--- src/rtl/snc_pkg.sv ---
package snc_pkg;

    typedef enum logic [1:0] {
        ST_INV = 2'd0,
        ST_SHR = 2'd1,
        ST_EXC = 2'd2
    } line_st_e;

    typedef enum logic [1:0] {
        BC_IDLE   = 2'b00,
        BC_RDMISS = 2'b01,
        BC_WRMISS = 2'b10,
        BC_WRBACK = 2'b11
    } bus_cmd_e;

    typedef enum logic [1:0] {
        C_IDLE,
        C_LOOK,
        C_WB,
        C_MISS
    } ctl_st_e;

    function automatic logic line_valid(line_st_e s);
        return s != ST_INV;
    endfunction

endpackage

--- src/rtl/snc_line_store.sv ---
module snc_line_store
    import snc_pkg::*;
#(
    parameter int IDX_W  = 2,
    parameter int TAG_W  = 6,
    parameter int DATA_W = 16
) (
    input  logic              clk,
    input  logic              rst,
    input  logic [IDX_W-1:0]  a_idx,
    output line_st_e          a_st,
    output logic [TAG_W-1:0]  a_tag,
    output logic [DATA_W-1:0] a_data,
    input  logic [IDX_W-1:0]  b_idx,
    output line_st_e          b_st,
    output logic [TAG_W-1:0]  b_tag,
    output logic [DATA_W-1:0] b_data,
    input  logic              c_we,
    input  logic [IDX_W-1:0]  c_idx,
    input  line_st_e          c_st,
    input  logic [TAG_W-1:0]  c_tag,
    input  logic [DATA_W-1:0] c_data,
    input  logic              s_we,
    input  logic [IDX_W-1:0]  s_idx,
    input  line_st_e          s_st
);
    localparam int NLINES = 1 << IDX_W;

    line_st_e          st_q   [NLINES];
    logic [TAG_W-1:0]  tag_q  [NLINES];
    logic [DATA_W-1:0] data_q [NLINES];

    for (genvar i = 0; i < NLINES; i++) begin : g_line
        always_ff @(posedge clk) begin
            if (rst) begin
                st_q[i]   <= ST_INV;
                tag_q[i]  <= '0;
                data_q[i] <= '0;
            end else if (c_we && c_idx == IDX_W'(i)) begin
                st_q[i]   <= c_st;
                tag_q[i]  <= c_tag;
                data_q[i] <= c_data;
            end else if (s_we && s_idx == IDX_W'(i)) begin
                st_q[i]   <= s_st;
            end
        end
    end

    assign a_st   = st_q[a_idx];
    assign a_tag  = tag_q[a_idx];
    assign a_data = data_q[a_idx];
    assign b_st   = st_q[b_idx];
    assign b_tag  = tag_q[b_idx];
    assign b_data = data_q[b_idx];

    AST_ONE_WRITER: assert property (@(posedge clk) disable iff (rst)
        !(c_we && s_we));

endmodule

--- src/rtl/snc_snoop.sv ---
module snc_snoop
    import snc_pkg::*;
#(
    parameter int ADDR_W = 8,
    parameter int IDX_W  = 2,
    parameter int DATA_W = 16
) (
    input  logic              clk,
    input  logic              rst,
    input  logic              snp_valid,
    input  bus_cmd_e          snp_cmd,
    input  logic [ADDR_W-1:0] snp_addr,
    output logic [IDX_W-1:0]  look_idx,
    input  line_st_e          line_st,
    input  logic [ADDR_W-IDX_W-1:0] line_tag,
    input  logic [DATA_W-1:0] line_data,
    output logic              upd_we,
    output line_st_e          upd_st,
    output logic              flush_q,
    output logic [DATA_W-1:0] fdata_q
);
    logic match, dirty, supply;

    assign look_idx = snp_addr[IDX_W-1:0];
    assign match    = snp_valid && line_valid(line_st) &&
                      line_tag == snp_addr[ADDR_W-1:IDX_W];
    assign dirty    = line_st == ST_EXC;

    always_comb begin
        upd_we = 1'b0;
        upd_st = line_st;
        supply = 1'b0;
        if (match && snp_cmd == BC_RDMISS && dirty) begin
            upd_we = 1'b1;
            upd_st = ST_SHR;
            supply = 1'b1;
        end else if (match && snp_cmd == BC_WRMISS) begin
            upd_we = 1'b1;
            upd_st = ST_INV;
            supply = dirty;
        end
    end

    always_ff @(posedge clk) begin
        if (rst) begin
            flush_q <= 1'b0;
            fdata_q <= '0;
        end else begin
            flush_q <= supply;
            fdata_q <= supply ? line_data : '0;
        end
    end

    AST_WB_SNOOP_QUIET: assert property (@(posedge clk) disable iff (rst)
        (snp_valid && snp_cmd == BC_WRBACK) |=> !flush_q);

endmodule

--- src/rtl/snc_cpu_fsm.sv ---
module snc_cpu_fsm
    import snc_pkg::*;
#(
    parameter int ADDR_W = 8,
    parameter int IDX_W  = 2,
    parameter int DATA_W = 16
) (
    input  logic              clk,
    input  logic              rst,
    input  logic              req_valid,
    output logic              req_ready,
    input  logic              req_we,
    input  logic [ADDR_W-1:0] req_addr,
    input  logic [DATA_W-1:0] req_wdata,
    output logic              resp_valid,
    output logic              resp_hit,
    output logic [DATA_W-1:0] resp_data,
    input  logic              snp_valid,
    output logic [IDX_W-1:0]  look_idx,
    input  line_st_e          line_st,
    input  logic [ADDR_W-IDX_W-1:0] line_tag,
    input  logic [DATA_W-1:0] line_data,
    output logic              c_we,
    output line_st_e          c_st,
    output logic [ADDR_W-IDX_W-1:0] c_tag,
    output logic [DATA_W-1:0] c_data,
    output logic              bus_req,
    input  logic              bus_gnt,
    input  logic              bus_ack,
    output bus_cmd_e          bus_cmd,
    output logic [ADDR_W-1:0] bus_addr,
    output logic [DATA_W-1:0] bus_wdata,
    input  logic [DATA_W-1:0] bus_rdata
);
    localparam int TAG_W = ADDR_W - IDX_W;

    typedef struct packed {
        logic              we;
        logic [ADDR_W-1:0] addr;
        logic [DATA_W-1:0] wdata;
    } req_t;

    ctl_st_e          st_q;
    req_t             req_q;
    logic [TAG_W-1:0] req_tag;
    logic             hit_line, victim_dirty, done, look_go;

    assign look_idx     = req_q.addr[IDX_W-1:0];
    assign req_tag      = req_q.addr[ADDR_W-1:IDX_W];
    assign hit_line     = line_valid(line_st) && line_tag == req_tag;
    assign victim_dirty = line_st == ST_EXC && line_tag != req_tag;
    assign done         = bus_gnt && bus_ack;
    assign look_go      = st_q == C_LOOK && !snp_valid;
    assign req_ready    = st_q == C_IDLE;

    always_comb begin
        bus_req   = 1'b0;
        bus_cmd   = BC_IDLE;
        bus_addr  = req_q.addr;
        bus_wdata = req_q.wdata;
        if (st_q == C_WB) begin
            bus_req   = victim_dirty;
            bus_cmd   = BC_WRBACK;
            bus_addr  = {line_tag, look_idx};
            bus_wdata = line_data;
        end else if (st_q == C_MISS) begin
            bus_req   = 1'b1;
            bus_cmd   = req_q.we ? BC_WRMISS : BC_RDMISS;
        end
    end

    always_comb begin
        c_we   = 1'b0;
        c_st   = ST_INV;
        c_tag  = req_tag;
        c_data = req_q.wdata;
        if (look_go && hit_line && req_q.we && line_st == ST_EXC) begin
            c_we = 1'b1;
            c_st = ST_EXC;
        end else if (st_q == C_WB && victim_dirty && done) begin
            c_we   = 1'b1;
            c_st   = ST_INV;
            c_tag  = line_tag;
            c_data = line_data;
        end else if (st_q == C_MISS && done) begin
            c_we   = 1'b1;
            c_st   = req_q.we ? ST_EXC : ST_SHR;
            c_data = req_q.we ? req_q.wdata : bus_rdata;
        end
    end

    always_ff @(posedge clk) begin
        if (rst) begin
            st_q       <= C_IDLE;
            req_q      <= '0;
            resp_valid <= 1'b0;
            resp_hit   <= 1'b0;
            resp_data  <= '0;
        end else begin
            resp_valid <= 1'b0;
            unique case (st_q)
                C_IDLE: if (req_valid) begin
                    req_q <= '{we: req_we, addr: req_addr, wdata: req_wdata};
                    st_q  <= C_LOOK;
                end
                C_LOOK: if (!snp_valid) begin
                    if (hit_line && (!req_q.we || line_st == ST_EXC)) begin
                        resp_valid <= 1'b1;
                        resp_hit   <= 1'b1;
                        resp_data  <= req_q.we ? req_q.wdata : line_data;
                        st_q       <= C_IDLE;
                    end else if (!hit_line && victim_dirty) begin
                        st_q <= C_WB;
                    end else begin
                        st_q <= C_MISS;
                    end
                end
                C_WB: if (!victim_dirty || done) st_q <= C_MISS;
                C_MISS: if (done) begin
                    resp_valid <= 1'b1;
                    resp_hit   <= 1'b0;
                    resp_data  <= req_q.we ? req_q.wdata : bus_rdata;
                    st_q       <= C_IDLE;
                end
                default: st_q <= C_IDLE;
            endcase
        end
    end

    AST_READ_HIT_QUICK: assert property (@(posedge clk) disable iff (rst)
        (look_go && hit_line && !req_q.we) |=> (resp_valid && resp_hit));
    AST_MISS_HOLDS_REQ: assert property (@(posedge clk) disable iff (rst)
        (st_q == C_MISS && !done) |=> bus_req);
    AST_HIT_NO_BUS: assert property (@(posedge clk) disable iff (rst)
        (resp_valid && resp_hit) |-> $past(!bus_req));

endmodule

--- src/rtl/snc_cache_ctrl.sv ---
module snc_cache_ctrl
    import snc_pkg::*;
#(
    parameter int ADDR_W = 8,
    parameter int IDX_W  = 2,
    parameter int DATA_W = 16
) (
    input  logic              clk,
    input  logic              rst,
    input  logic              cpu_req_valid,
    output logic              cpu_req_ready,
    input  logic              cpu_req_we,
    input  logic [ADDR_W-1:0] cpu_req_addr,
    input  logic [DATA_W-1:0] cpu_req_wdata,
    output logic              cpu_resp_valid,
    output logic              cpu_resp_hit,
    output logic [DATA_W-1:0] cpu_resp_rdata,
    output logic              bus_req,
    input  logic              bus_gnt,
    input  logic              bus_ack,
    output logic [1:0]        bus_cmd,
    output logic [ADDR_W-1:0] bus_addr,
    output logic [DATA_W-1:0] bus_wdata,
    input  logic [DATA_W-1:0] bus_rdata,
    input  logic              snp_valid,
    input  logic [1:0]        snp_cmd,
    input  logic [ADDR_W-1:0] snp_addr,
    output logic              snp_flush,
    output logic [DATA_W-1:0] snp_fdata
);
    localparam int TAG_W = ADDR_W - IDX_W;

    logic [IDX_W-1:0]  a_idx, b_idx;
    line_st_e          a_st, b_st, c_st, s_st;
    logic [TAG_W-1:0]  a_tag, b_tag, c_tag;
    logic [DATA_W-1:0] a_data, b_data, c_data;
    logic              c_we, s_we;
    bus_cmd_e          cmd_e;

    assign bus_cmd = cmd_e;

    snc_line_store #(.IDX_W(IDX_W), .TAG_W(TAG_W), .DATA_W(DATA_W)) u_store (
        .clk(clk), .rst(rst),
        .a_idx(a_idx), .a_st(a_st), .a_tag(a_tag), .a_data(a_data),
        .b_idx(b_idx), .b_st(b_st), .b_tag(b_tag), .b_data(b_data),
        .c_we(c_we), .c_idx(a_idx), .c_st(c_st), .c_tag(c_tag), .c_data(c_data),
        .s_we(s_we), .s_idx(b_idx), .s_st(s_st)
    );

    snc_snoop #(.ADDR_W(ADDR_W), .IDX_W(IDX_W), .DATA_W(DATA_W)) u_snoop (
        .clk(clk), .rst(rst),
        .snp_valid(snp_valid), .snp_cmd(bus_cmd_e'(snp_cmd)), .snp_addr(snp_addr),
        .look_idx(b_idx), .line_st(b_st), .line_tag(b_tag), .line_data(b_data),
        .upd_we(s_we), .upd_st(s_st), .flush_q(snp_flush), .fdata_q(snp_fdata)
    );

    snc_cpu_fsm #(.ADDR_W(ADDR_W), .IDX_W(IDX_W), .DATA_W(DATA_W)) u_fsm (
        .clk(clk), .rst(rst),
        .req_valid(cpu_req_valid), .req_ready(cpu_req_ready), .req_we(cpu_req_we),
        .req_addr(cpu_req_addr), .req_wdata(cpu_req_wdata),
        .resp_valid(cpu_resp_valid), .resp_hit(cpu_resp_hit), .resp_data(cpu_resp_rdata),
        .snp_valid(snp_valid),
        .look_idx(a_idx), .line_st(a_st), .line_tag(a_tag), .line_data(a_data),
        .c_we(c_we), .c_st(c_st), .c_tag(c_tag), .c_data(c_data),
        .bus_req(bus_req), .bus_gnt(bus_gnt), .bus_ack(bus_ack), .bus_cmd(cmd_e),
        .bus_addr(bus_addr), .bus_wdata(bus_wdata), .bus_rdata(bus_rdata)
    );

    AST_FLUSH_CAUSED: assert property (@(posedge clk) disable iff (rst)
        snp_flush |-> $past(snp_valid));
    AST_RESP_PULSE: assert property (@(posedge clk) disable iff (rst)
        cpu_resp_valid |=> !cpu_resp_valid);
    AST_RESP_AFTER_STALL: assert property (@(posedge clk) disable iff (rst)
        cpu_resp_valid |-> !$past(cpu_req_ready));

endmodule

--- config.mk ---
export PLATFORM = sky130hd
export DESIGN_NAME = snc_cache_ctrl
export DESIGN_NICKNAME = d
export VERILOG_FILES = /design/src/rtl/snc_pkg.sv /design/src/rtl/snc_line_store.sv /design/src/rtl/snc_snoop.sv /design/src/rtl/snc_cpu_fsm.sv /design/src/rtl/snc_cache_ctrl.sv
export SDC_FILE = /design/constraint.sdc
export NUM_CORES = 1
export LEC_CHECK = 0
export CORE_AREA = 5 5 138 140
export DETAILED_ROUTE_END_ITERATION = 8
export DIE_AREA = 0 0 143 145
export PLACE_DENSITY_LB_ADDON = 0.3
export SLEW_MARGIN = 5
export SYNTH_ARGS = -nofsm -noshare
export SYNTH_HDL_FRONTEND = slang
export SYNTH_SLANG_ARGS = --single-unit
--- constraint.sdc ---
create_clock -name clk -period 3.6 [get_ports clk]
set_clock_uncertainty 0.2 [all_clocks]
set_input_delay 0.72 -clock clk [delete_from_list [all_inputs] [get_ports clk]]
set_output_delay 0.72 -clock clk [all_outputs]
set_load 0.005 [all_outputs]
==> results.py, run 1 <==
metrics = {
    "floorplanning": {
        "die_h_um": 145,
        "die_x_um": 143,
        "die-area_um2": 20700,
        "num_rows": 49,
        "core-area_um2": 17700,
        "num_io_pins": 120,
        "start_util_pct": 48.8,
    },
    "worst_setup_path": {
        "path_class": "reg2out",
        "endpoint_kind": "output port",
        "crit_slowest_cell": "mux4_2",
        "worstPathRequired_ns": 2.68,
        "slowest_delay_ns": 0.60,
        "path_buf_inv": 2,
        "crit_path_cell_trace": "buf_4, mux4_2, mux2_2, clkdlybuf4s50_1",
        "cp.arrival_ns": 2.48,
        "critPathTopFamily": "multiplexers",
        "cp.depth": 4,
        "startpoint_type": "flop",
        "r2r_cells": 9,
        "crit_path_max_fanout": 8,
    },
    "sta": {
        "worst_pin_slew_ns": 1.13,
        "rsz0062_at_grt": "no",
        "slew_viol_final": 0,
        "finalHoldViolCount": 0,
        "fin_tns_setup_ns": 0,
        "period_minus_slack_ns": 3.40,
        "relSlewSlack_pct": 24.3,
        "finalSetupViolCount": 0,
        "fmax_mhz": 295,
        "hold_slack_ns": 0.295,
        "period_share_pct": 94.3,
    },
    "route": {
        "drc": 0,
        "drt_wl_total_um": 24100,
        "ant_nets": 0,
        "firstDrtPassIters": 7,
        "routedWlPerCell_um": 21.0,
        "vias_per_cell": 5.96,
        "drtIter0Drc": 742,
        "vias": 6845,
    },
    "logic_synthesis": {
        "netlist_area_um2": 8650,
        "yosys_warnings": 0,
        "synth_top_area_share_pct": 33.3,
        "ys_ff_latch": 160,
        "synthTopCellsByArea": "edfxtp_1 33%, dfxtp_1 15%, mux4_2 12%, nand2_1 4.6%, nor2_1 3.7%",
        "synth_area_per_cell_um2": 11.0,
        "yosysSeqAreaShare_pct": 48.1,
        "syn_nets": 847,
        "yosysTopAreaCell": "edfxtp_1",
        "synth_cell_types": 49,
        "postSynthCellCount": 790,
    },
    "power": {
        "ir_drop_v": 0.000338,
        "powerDensity_nw_per_um2": 419,
        "total_leakage_power_uw": 0.00381,
        "totalPowerFinal_uw": 4540,
    },
    "clocking": {
        "path_clk_slew_ns": 0.07,
        "cts_root_buf": "clkbuf_16",
        "cts_tree": "done",
        "htree_levels": 4,
        "clk-insertion-delay-late_ns": 0.43,
        "cts_num_sinks": 160,
        "cts_max_path_buffers": 2,
        "cts_made_buffers": 17,
        "postCtsHoldBufs": 0,
    },
    "finish": {
        "drive_above_1_share_pct": 20.9,
        "n_antenna_cell": 0,
        "instances_no_fill": 1149,
        "synthToLayoutAreaGrowth_pct": 25.2,
        "nNetsFinal": 964,
    },
    "placement": {
        "port_buffers": 119,
        "place_inst": 1115,
        "place_congestion": 0.885,
        "hpwl_um": 16800,
    },
    "global_route": {
        "track_usage_pct": 23.3,
        "grt_max_degree": 64,
        "use_met3_pct": 5.96,
        "busiest_layer": "met2",
        "met2_usage_pct": 35.9,
        "grt_pass1_wl_um": 37800,
        "grt-ovfl-total": 0,
        "use_met1_pct": 32.6,
        "grt_pass1_vias": 6731,
        "antenna_found_initial": 0,
    },
    "min_path": {
        "hp-class": "reg2reg",
        "holdPathStages": 2,
    },
    "job": {
        "cap_violations": 0,
    },
    "run_status": {
        "status": "finished, final reports clean",
    },
}
cell usage in the layout (no fill, tap or decap), types with 3 or more instances in the layout:
cell / count
clkdlybuf4s50_1: 116
nand2_1: 107
edfxtp_1: 96
nor2_1: 84
dfxtp_1: 63
mux4_2: 48
buf_4: 37
nand3_1: 33
a21oi_1: 32
o21ai_0: 29
mux2_2: 22
mux2i_1: 22
nor3_1: 19
clkbuf_16: 17
nor2b_1: 16
nor3b_1: 16
a22oi_1: 16
and3_1: 16
or2_2: 12
o211ai_1: 11
o221ai_1: 11
nor2b_2: 10
xnor2_1: 9
buf_12: 7
nand2b_1: 6
inv_6: 6
inv_1: 5
o31ai_4: 4
xnor2_2: 3
nand3b_1: 3
o311ai_2: 3
cells by family after synthesis:
kind of cell              synth area share [%]
and+or+nand+nor                           18.6
AOI/OAI and AO/OA                         9.90
xor gates and xnor gates                  1.30
DFF                                       48.1
buffers and inverters                     4.19
muxes                                     17.9
where the power goes:
part	switching, uW	total [uW]	internal (uW)
sequential	65.1	2070	2000
combinational	366	708	343
clock	781	1760	981
total	1210	4540	3330
tightest hold or removal path, cell delays in order (launching register included):
cell and delay [ns]:
dfxtp_1 0.34, nand2_1 0.06, a21oi_1 0.05
metal layers:
layer	vias up	wire length, um
met5	-	0
met4	0	531
met3	39	2220
met2	333	11300
met1	3330	10000
li1	3143	-
layout make-up:
type | instances | area [um2]
Clock buffer | 18 | 439
Clock inverter | 14 | 128
Fill cell | 1437 | 6890
Inverter | 5 | 18.8
Multi-Input combinational cell | 558 | 4170
Sequential cell | 160 | 4170
Tap cell | 229 | 287
Timing Repair Buffer | 165 | 1620
through the flow:
step / setup WS, ns / utilization [%] / area [um2]
global route: 0.109 / 61.1 / 10800
finish: 0.205 / 61.1 / 10800
global placement: -0.0194 / 57.6 / 10200
floorplan: 0.129 / - / 8650
detailed placement: -0.0878 / 57.6 / 10200
CTS: 0.00930 / 60.9 / 10800
state kept, by name (all words and copies together), names as in the netlist, named ones only:
signal            cells
u_store.st_q          8
u_fsm.look_idx        2
u_store.data_q       64
u_fsm.req_q          23
u_fsm.resp_valid      1
u_fsm.resp_data      16
u_store.tag_q        24
u_fsm.st_q            1
u_snoop.flush_q       1
u_snoop.fdata_q      16
u_fsm.resp_hit        1
synthesized netlist by cell type, drive strengths merged:
cell     number
nand2       108
edfxtp       96
nor2         86
dfxtp        64
mux4         48
clkbuf       45
a21oi        33
nand3        33
o21ai        29
nor2b        26
buf          22
mux2         22
mux2i        22
nor3         20
nor3b        17
a22oi        16
and3         16
or2          13
xnor2        12
o211ai       11
o221ai       11
nand2b        6
inv           5
o31ai         5
nand3b        3
o311ai        3
a21boi        2
a311oi        2
a31o          2
and2          2
nor4          2
o21a          2
a2111oi       1
a31oi         1
a32o          1
a41o          1
nand4         1
or3           1
timing repair:
item                                    in CTS  in global routing
pin swaps                                    0                  1
endpoints found under the setup margin      17                  1
buffers inserted                             1                  1
resized for setup                            5                  5
worst paths after layout:
path                                                  start                           endpoint  slack (ns)
worst max-delay path                                   flop                      bus_wdata[14]        0.20
worst max register to register                         flop  u_store.tag_q[1][5]$_SDFFCE_PN0P_        0.27
worst min register to register  u_fsm.req_q[9]$_SDFFE_PP0P_        u_fsm.req_q[9]$_SDFFE_PP0P_        0.30
worst min-delay path            u_fsm.req_q[9]$_SDFFE_PP0P_        u_fsm.req_q[9]$_SDFFE_PP0P_        0.30
(Power assumes the default switching activity.)
==> run 2, diff against run 1 <==
Settings changed: MAX_ROUTING_LAYER set to met4.
==> results.py, run 2 (same netlist as run 1, synthesis figures left out) <==
metrics = {
    "global_route": {
        "antenna_found_initial": 0,
        "track_usage_pct": 24.0,
        "grt_pass1_wl_um": 37700,
        "grt_max_degree": 64,
        "grt-ovfl-total": 0,
        "grt_pass1_vias": 6737,
    },
    "placement": {
        "port_buffers": 119,
        "pre_cts_ws_ns": -0.0878,
        "hpwl_um": 16800,
        "place_inst": 1115,
        "place_congestion": 0.900,
    },
    "finish": {
        "final_cell_mix": "116 x clkdlybuf4s50_1, 107 x nand2_1, 96 x edfxtp_1",
        "final_core_util_pct": 61.1,
        "fill_cells": 1437,
        "instances_no_fill": 1149,
        "n_antenna_cell": 0,
        "largest_reg_flops": 64,
        "drive_above_1_share_pct": 20.9,
        "final_common_cell": "clkdlybuf4s50_1",
        "reg.largest.list": "u_store.data_q (64), u_store.tag_q (24), u_fsm.req_q (23)",
        "synthToLayoutAreaGrowth_pct": 25.2,
        "largest-register": "u_store.data_q",
        "nNetsFinal": 964,
    },
    "floorplanning": {
        "start_util_pct": 48.8,
        "die-area_um2": 20700,
        "die_x_um": 143,
        "num_io_pins": 120,
        "core-area_um2": 17700,
        "num_rows": 49,
        "die_h_um": 145,
    },
    "worst_setup_path": {
        "startpoint_type": "flop",
        "critPathTopFamily": "multiplexers",
        "r2r_cells": 9,
        "path_buf_inv": 2,
        "worstPathRequired_ns": 2.68,
        "slowest_delay_ns": 0.60,
        "crit_path_cell_trace": "buf_4, mux4_2, mux2_2, clkdlybuf4s50_1",
        "r2r-end": "u_store.tag_q[3][0]$_SDFFCE_PN0P_",
        "endpoint_kind": "output port",
        "cp.arrival_ns": 2.47,
        "path_class": "reg2out",
        "crit_slowest_cell": "mux4_2",
        "crit_path_max_fanout": 8,
        "reg2reg_slack_ns": 0.29,
    },
    "power": {
        "switching_share_pct": 26.6,
        "clockPowerShare_pct": 38.7,
        "powerDensity_nw_per_um2": 418,
        "seq_power_share_pct": 45.6,
        "cellInternalPower_uw": 3330,
        "p_comb_share_pct": 15.6,
        "totalPowerFinal_uw": 4530,
        "ir_drop_v": 0.000336,
        "switching_power_uw": 1210,
        "total_leakage_power_uw": 0.00381,
    },
    "clocking": {
        "cts_num_sinks": 160,
        "cts_max_path_buffers": 2,
        "postCtsHoldBufs": 0,
        "cts_made_buffers": 17,
        "htree_levels": 4,
        "path_clk_slew_ns": 0.07,
        "cts_root_buf": "clkbuf_16",
        "cts_tree": "done",
        "clk-insertion-delay-late_ns": 0.43,
    },
    "sta": {
        "relSlewSlack_pct": 26.1,
        "rsz0062_at_grt": "no",
        "finalSetupViolCount": 0,
        "slew_viol_final": 0,
        "fmax_mhz": 295,
        "finalHoldViolCount": 0,
        "fin_ws_ns": 0.206,
        "worst_pin_slew_ns": 1.10,
        "fin_tns_setup_ns": 0,
        "period_share_pct": 94.3,
        "period_minus_slack_ns": 3.39,
    },
    "min_path": {
        "hp-start": "u_fsm.req_q[9]$_SDFFE_PP0P_",
        "hp-class": "reg2reg",
        "min_to": "u_fsm.req_q[9]$_SDFFE_PP0P_",
        "holdPathStages": 2,
    },
    "route": {
        "firstDrtPassIters": 5,
        "vias_per_cell": 5.98,
        "ant_nets": 0,
        "drc": 0,
        "vias": 6867,
        "drt_wl_total_um": 24100,
        "routedWlPerCell_um": 21.0,
        "drtIter0Drc": 734,
    },
    "run_status": {
        "status": "finished, final reports clean",
    },
    "job": {
        "cap_violations": 0,
    },
}
run 2: layout make-up:
class | instances | area [um2] | share of cell area, %
sequential | 160 | 4170 | 38.5
timing repair buffer | 165 | 1620 | 15.0
clock buffer | 18 | 439 | 4.05
inverter | 5 | 18.8 | 0.173
tap | 229 | 287 | 2.65
multi-input combinational | 558 | 4170 | 38.5
clock inverter | 14 | 128 | 1.18
run 2: repair_timing:
item                                    in CTS  in global routing
gates cloned                                 0                  0
endpoints found under the setup margin      17                  1
pin swaps                                    0                  1
gates resized for setup                      5                  5
buffers inserted                             1                  1
run 2: through the flow:
stage	hold slack [ns]	area, um2
floorplan	0.255	8650
CTS	0.294	10800
detailed placement	0.281	10200
global route	0.313	10800
finish	0.296	10800
global placement	0.273	10200
run 2: how the worst max path moves through the flow:
stage | from | end | slack (ns) | depth (start not counted)
6_report | flop | bus_wdata[14] | 0.21 | 4
5_1_grt | flop | bus_wdata[13] | 0.11 | 4
4_1_cts | flop | bus_req | 0.009 | 7
3_5_place_dp | snp_addr[1] | u_store.st_q[3][0]$_DFFE_PP_ | -0.09 | 6
3_3_place_gp | snp_addr[1] | u_store.st_q[3][0]$_DFFE_PP_ | -0.02 | 6
2_1_floorplan | flop | u_store.data_q[2][0]$_SDFFCE_PN0P_ | 0.13 | 8
run 2: power by group through the flow:
stage                     registers (uW)  clock network [uW]  logic [uW]
after floorplan                     2080                   0         417
after global placement              2100                   0         683
after detailed placement            2100                   0         689
after CTS                           2070                1780         697
after global routing                2070                1870         758
final                               2070                1760         708
run 2: worst reg2reg max path: cells and delay by family, from the launching register on:
family	cells	cell delay (ns)
AOI/OAI and AO/OA	1	0.19
xor gates and xnor gates	1	0.15
buffers and inverters	3	0.63
DFF	1	0.44
muxes	1	0.60
and+or+nand+nor	3	0.79
run 2: metal layers:
| layer | vias up | wire, um | track usage, % |
|---|---|---|---|
| li1 | 3139 | - | - |
| met1 | 3335 | 10200 | 32.6 |
| met2 | 348 | 11300 | 36.0 |
| met3 | 45 | 1980 | 5.76 |
| met4 | 0 | 566 | 7.08 |
| met5 | - | 0 | - |
==> run 3, diff against run 2 <==
--- a/config.mk
+++ b/config.mk
@@ -6,7 +6,7 @@
 export NUM_CORES = 1
 export LEC_CHECK = 0
-export CORE_AREA = 5 5 138 140
+export CORE_AREA = 8 8 157 159
 export DETAILED_ROUTE_END_ITERATION = 8
-export DIE_AREA = 0 0 143 145
+export DIE_AREA = 0 0 165 167
 export MAX_ROUTING_LAYER = met4
 export PLACE_DENSITY_LB_ADDON = 0.3
==> constraint.sdc (replaced) <==
create_clock -name clk -period 3.6 [get_ports clk]
set_clock_uncertainty 0.2 [all_clocks]
set_input_delay 1.08 -clock clk [delete_from_list [all_inputs] [get_ports clk]]
set_output_delay 1.08 -clock clk [all_outputs]
set_load 0.005 [all_outputs]
==> results.py, run 3 (same netlist as run 1, synthesis figures left out) <==
metrics = {
    "worst_setup_path": {
        "startpoint_type": "flop",
        "endpoint_kind": "output port",
        "crit_path_cell_trace": "buf_8, mux4_2, xnor2_2, nand4_1, or2_4, a21oi_2, nor2b_1, buf_2",
        "path_class": "reg2out",
        "crit_path_max_fanout": 6,
        "critPathTopFamily": "multiplexers",
        "worstPathRequired_ns": 2.32,
        "cp.arrival_ns": 2.32,
        "crit_slowest_cell": "mux4_2",
        "slowest_delay_ns": 0.55,
        "path_buf_inv": 2,
    },
    "placement": {
        "hpwl_um": 18200,
        "placed_area_um2": 10400,
        "place_inst": 1187,
        "port_buffers": 119,
        "place_congestion": 0.846,
    },
    "finish": {
        "largest-register": "u_store.data_q",
        "instances_no_fill": 1242,
        "synthToLayoutAreaGrowth_pct": 29.8,
        "largest_reg_flops": 64,
        "design_area_um2": 11200,
        "reg.largest.list": "u_store.data_q (64), u_store.tag_q (24), u_fsm.req_q (23)",
        "nNetsFinal": 1001,
        "final_cell_mix": "107 x nand2_1, 96 x clkdlybuf4s50_1, 96 x edfxtp_1",
        "n_antenna_cell": 0,
        "drive_above_1_share_pct": 24.3,
        "final_common_cell": "nand2_1",
    },
    "sta": {
        "period_minus_slack_ns": 3.60,
        "finalSetupViolCount": 1,
        "rsz0062_at_grt": "yes",
        "finalHoldViolCount": 0,
        "fmax_mhz": 278,
        "hold_slack_ns": 0.292,
        "period_share_pct": 100,
        "worst_pin_slew_ns": 1.15,
        "fin_ws_ns": -0.000330,
        "slew_viol_final": 0,
        "relSlewSlack_pct": 23.3,
    },
    "clocking": {
        "clk-insertion-delay-late_ns": 0.43,
        "htree_levels": 4,
        "postCtsHoldBufs": 0,
        "cts_max_path_buffers": 2,
        "path_clk_slew_ns": 0.07,
        "cts_root_buf": "clkbuf_16",
        "cts_num_sinks": 160,
        "cts_tree": "done",
        "cts_made_buffers": 17,
    },
    "floorplanning": {
        "num_io_pins": 120,
        "die-area_um2": 27600,
        "die_x_um": 165,
        "die_h_um": 167,
        "start_util_pct": 38.9,
        "num_rows": 55,
        "core-area_um2": 22200,
    },
    "route": {
        "drt_wl_total_um": 25600,
        "routedWlPerCell_um": 20.6,
        "drc": 0,
        "ant_nets": 0,
        "drtIter0Drc": 621,
        "firstDrtPassIters": 5,
        "vias_per_cell": 5.50,
        "vias": 6830,
    },
    "min_path": {
        "hp-start": "u_fsm.req_q[7]$_SDFFE_PP0P_",
        "hp-class": "reg2reg",
    },
    "power": {
        "powerDensity_nw_per_um2": 418,
        "clockPowerShare_pct": 39.8,
        "ir_drop_v": 0.000224,
        "cellInternalPower_uw": 3450,
        "p_comb_share_pct": 16.2,
        "totalPowerFinal_uw": 4690,
        "total_leakage_power_uw": 0.00409,
        "switching_power_uw": 1240,
        "seq_power_share_pct": 44.0,
        "switching_share_pct": 26.4,
    },
    "global_route": {
        "grt_pass1_wl_um": 39500,
        "track_usage_pct": 19.1,
        "grt_max_degree": 36,
        "grt_pass1_vias": 6834,
        "antenna_found_initial": 0,
        "grt-ovfl-total": 0,
    },
    "run_status": {
        "violations": "setup timing",
        "status": "finished, violations left",
    },
    "job": {
        "cap_violations": 0,
    },
}
## run 3: changes by cell type in the layout (fill, tap and decap cells not counted), moves of 2 or more
cell	before	now
buf_4	37	71
buf_6	2	4
clkdlybuf4s15_1	0	2
clkdlybuf4s50_1	116	96
clkinv_1	2	0
clkinvlp_4	1	3
dfxtp_2	0	2
dlygate4sd2_1	0	18
mux2_2	22	17
mux2_4	0	5
## run 3: routing by layer
layer / share of wire [%] / wire length (um) / GRT usage [%] / up-vias
met5: 0 / 0 / - / -
met4: 1.9 / 493 / 6.50 / 0
met3: 7.0 / 1790 / 3.16 / 27
met2: 48 / 12300 / 29.9 / 251
met1: 43 / 11000 / 24.8 / 3334
li1: - / - / - / 3218
## run 3: per-stage QoR
| step | worst slack [ns] | util (%) | setup TNS, ns |
|---|---|---|---|
| 2_1_floorplan | 0.0207 | - | 0 |
| 3_3_place_gp | 0.00346 | 46.7 | 0 |
| 3_5_place_dp | -0.127 | 46.7 | -0.409 |
| 4_1_cts | -0.0206 | 50.4 | -0.0206 |
| 5_1_grt | -0.0839 | 50.5 | -0.0839 |
| 6_report | -0.000330 | 50.5 | -0.000330 |
## run 3: power by group through the flow
stage	Combinational (uW)	Sequential (uW)	Clock, uW
6_report	758	2070	1870
5_1_grt	816	2070	1960
4_1_cts	755	2060	1890
3_5_place_dp	720	2100	0
3_3_place_gp	718	2100	0
2_1_floorplan	417	2080	0
## run 3: cell type report
cell class / count / area (um2)
fillers: 1957 / 11000
multi-input cells: 558 / 4200
flip-flops and latches: 160 / 4170
repair buffers: 202 / 1890
clock buffers: 19 / 454
well taps: 285 / 357
clock inverters: 13 / 148
inverters: 5 / 18.8
## run 3: final timing paths
path / to / slack (ns) / cells after the start
max: bus_req / -0.0003 / 8
min: u_fsm.req_q[7]$_SDFFE_PP0P_ / 0.29 / 2
max reg2reg: u_store.data_q[0][13]$_SDFFCE_PN0P_ / 0.26 / 11
min reg2reg: u_fsm.req_q[7]$_SDFFE_PP0P_ / 0.29 / 2
## run 3: timing repair
item	4_1_cts	5_1_grt
resized for setup	36	11
buffers inserted	23	0
gates cloned	1	0
pin swaps	3	2
setup endpoints to repair	20	8
endpoints found under the hold margin	0	0
## run 3: worst register-to-register path, cell delays in order (launching register included)
cell and delay, ns:
dfxtp_2 0.34, buf_8 0.14, buf_12 0.15, buf_4 0.12, mux4_2 0.54, buf_4 0.17
nand3b_1 0.20, nor2_2 0.14, o21a_2 0.29, buf_4 0.28, o211ai_1 0.28, nor2b_2 0.24
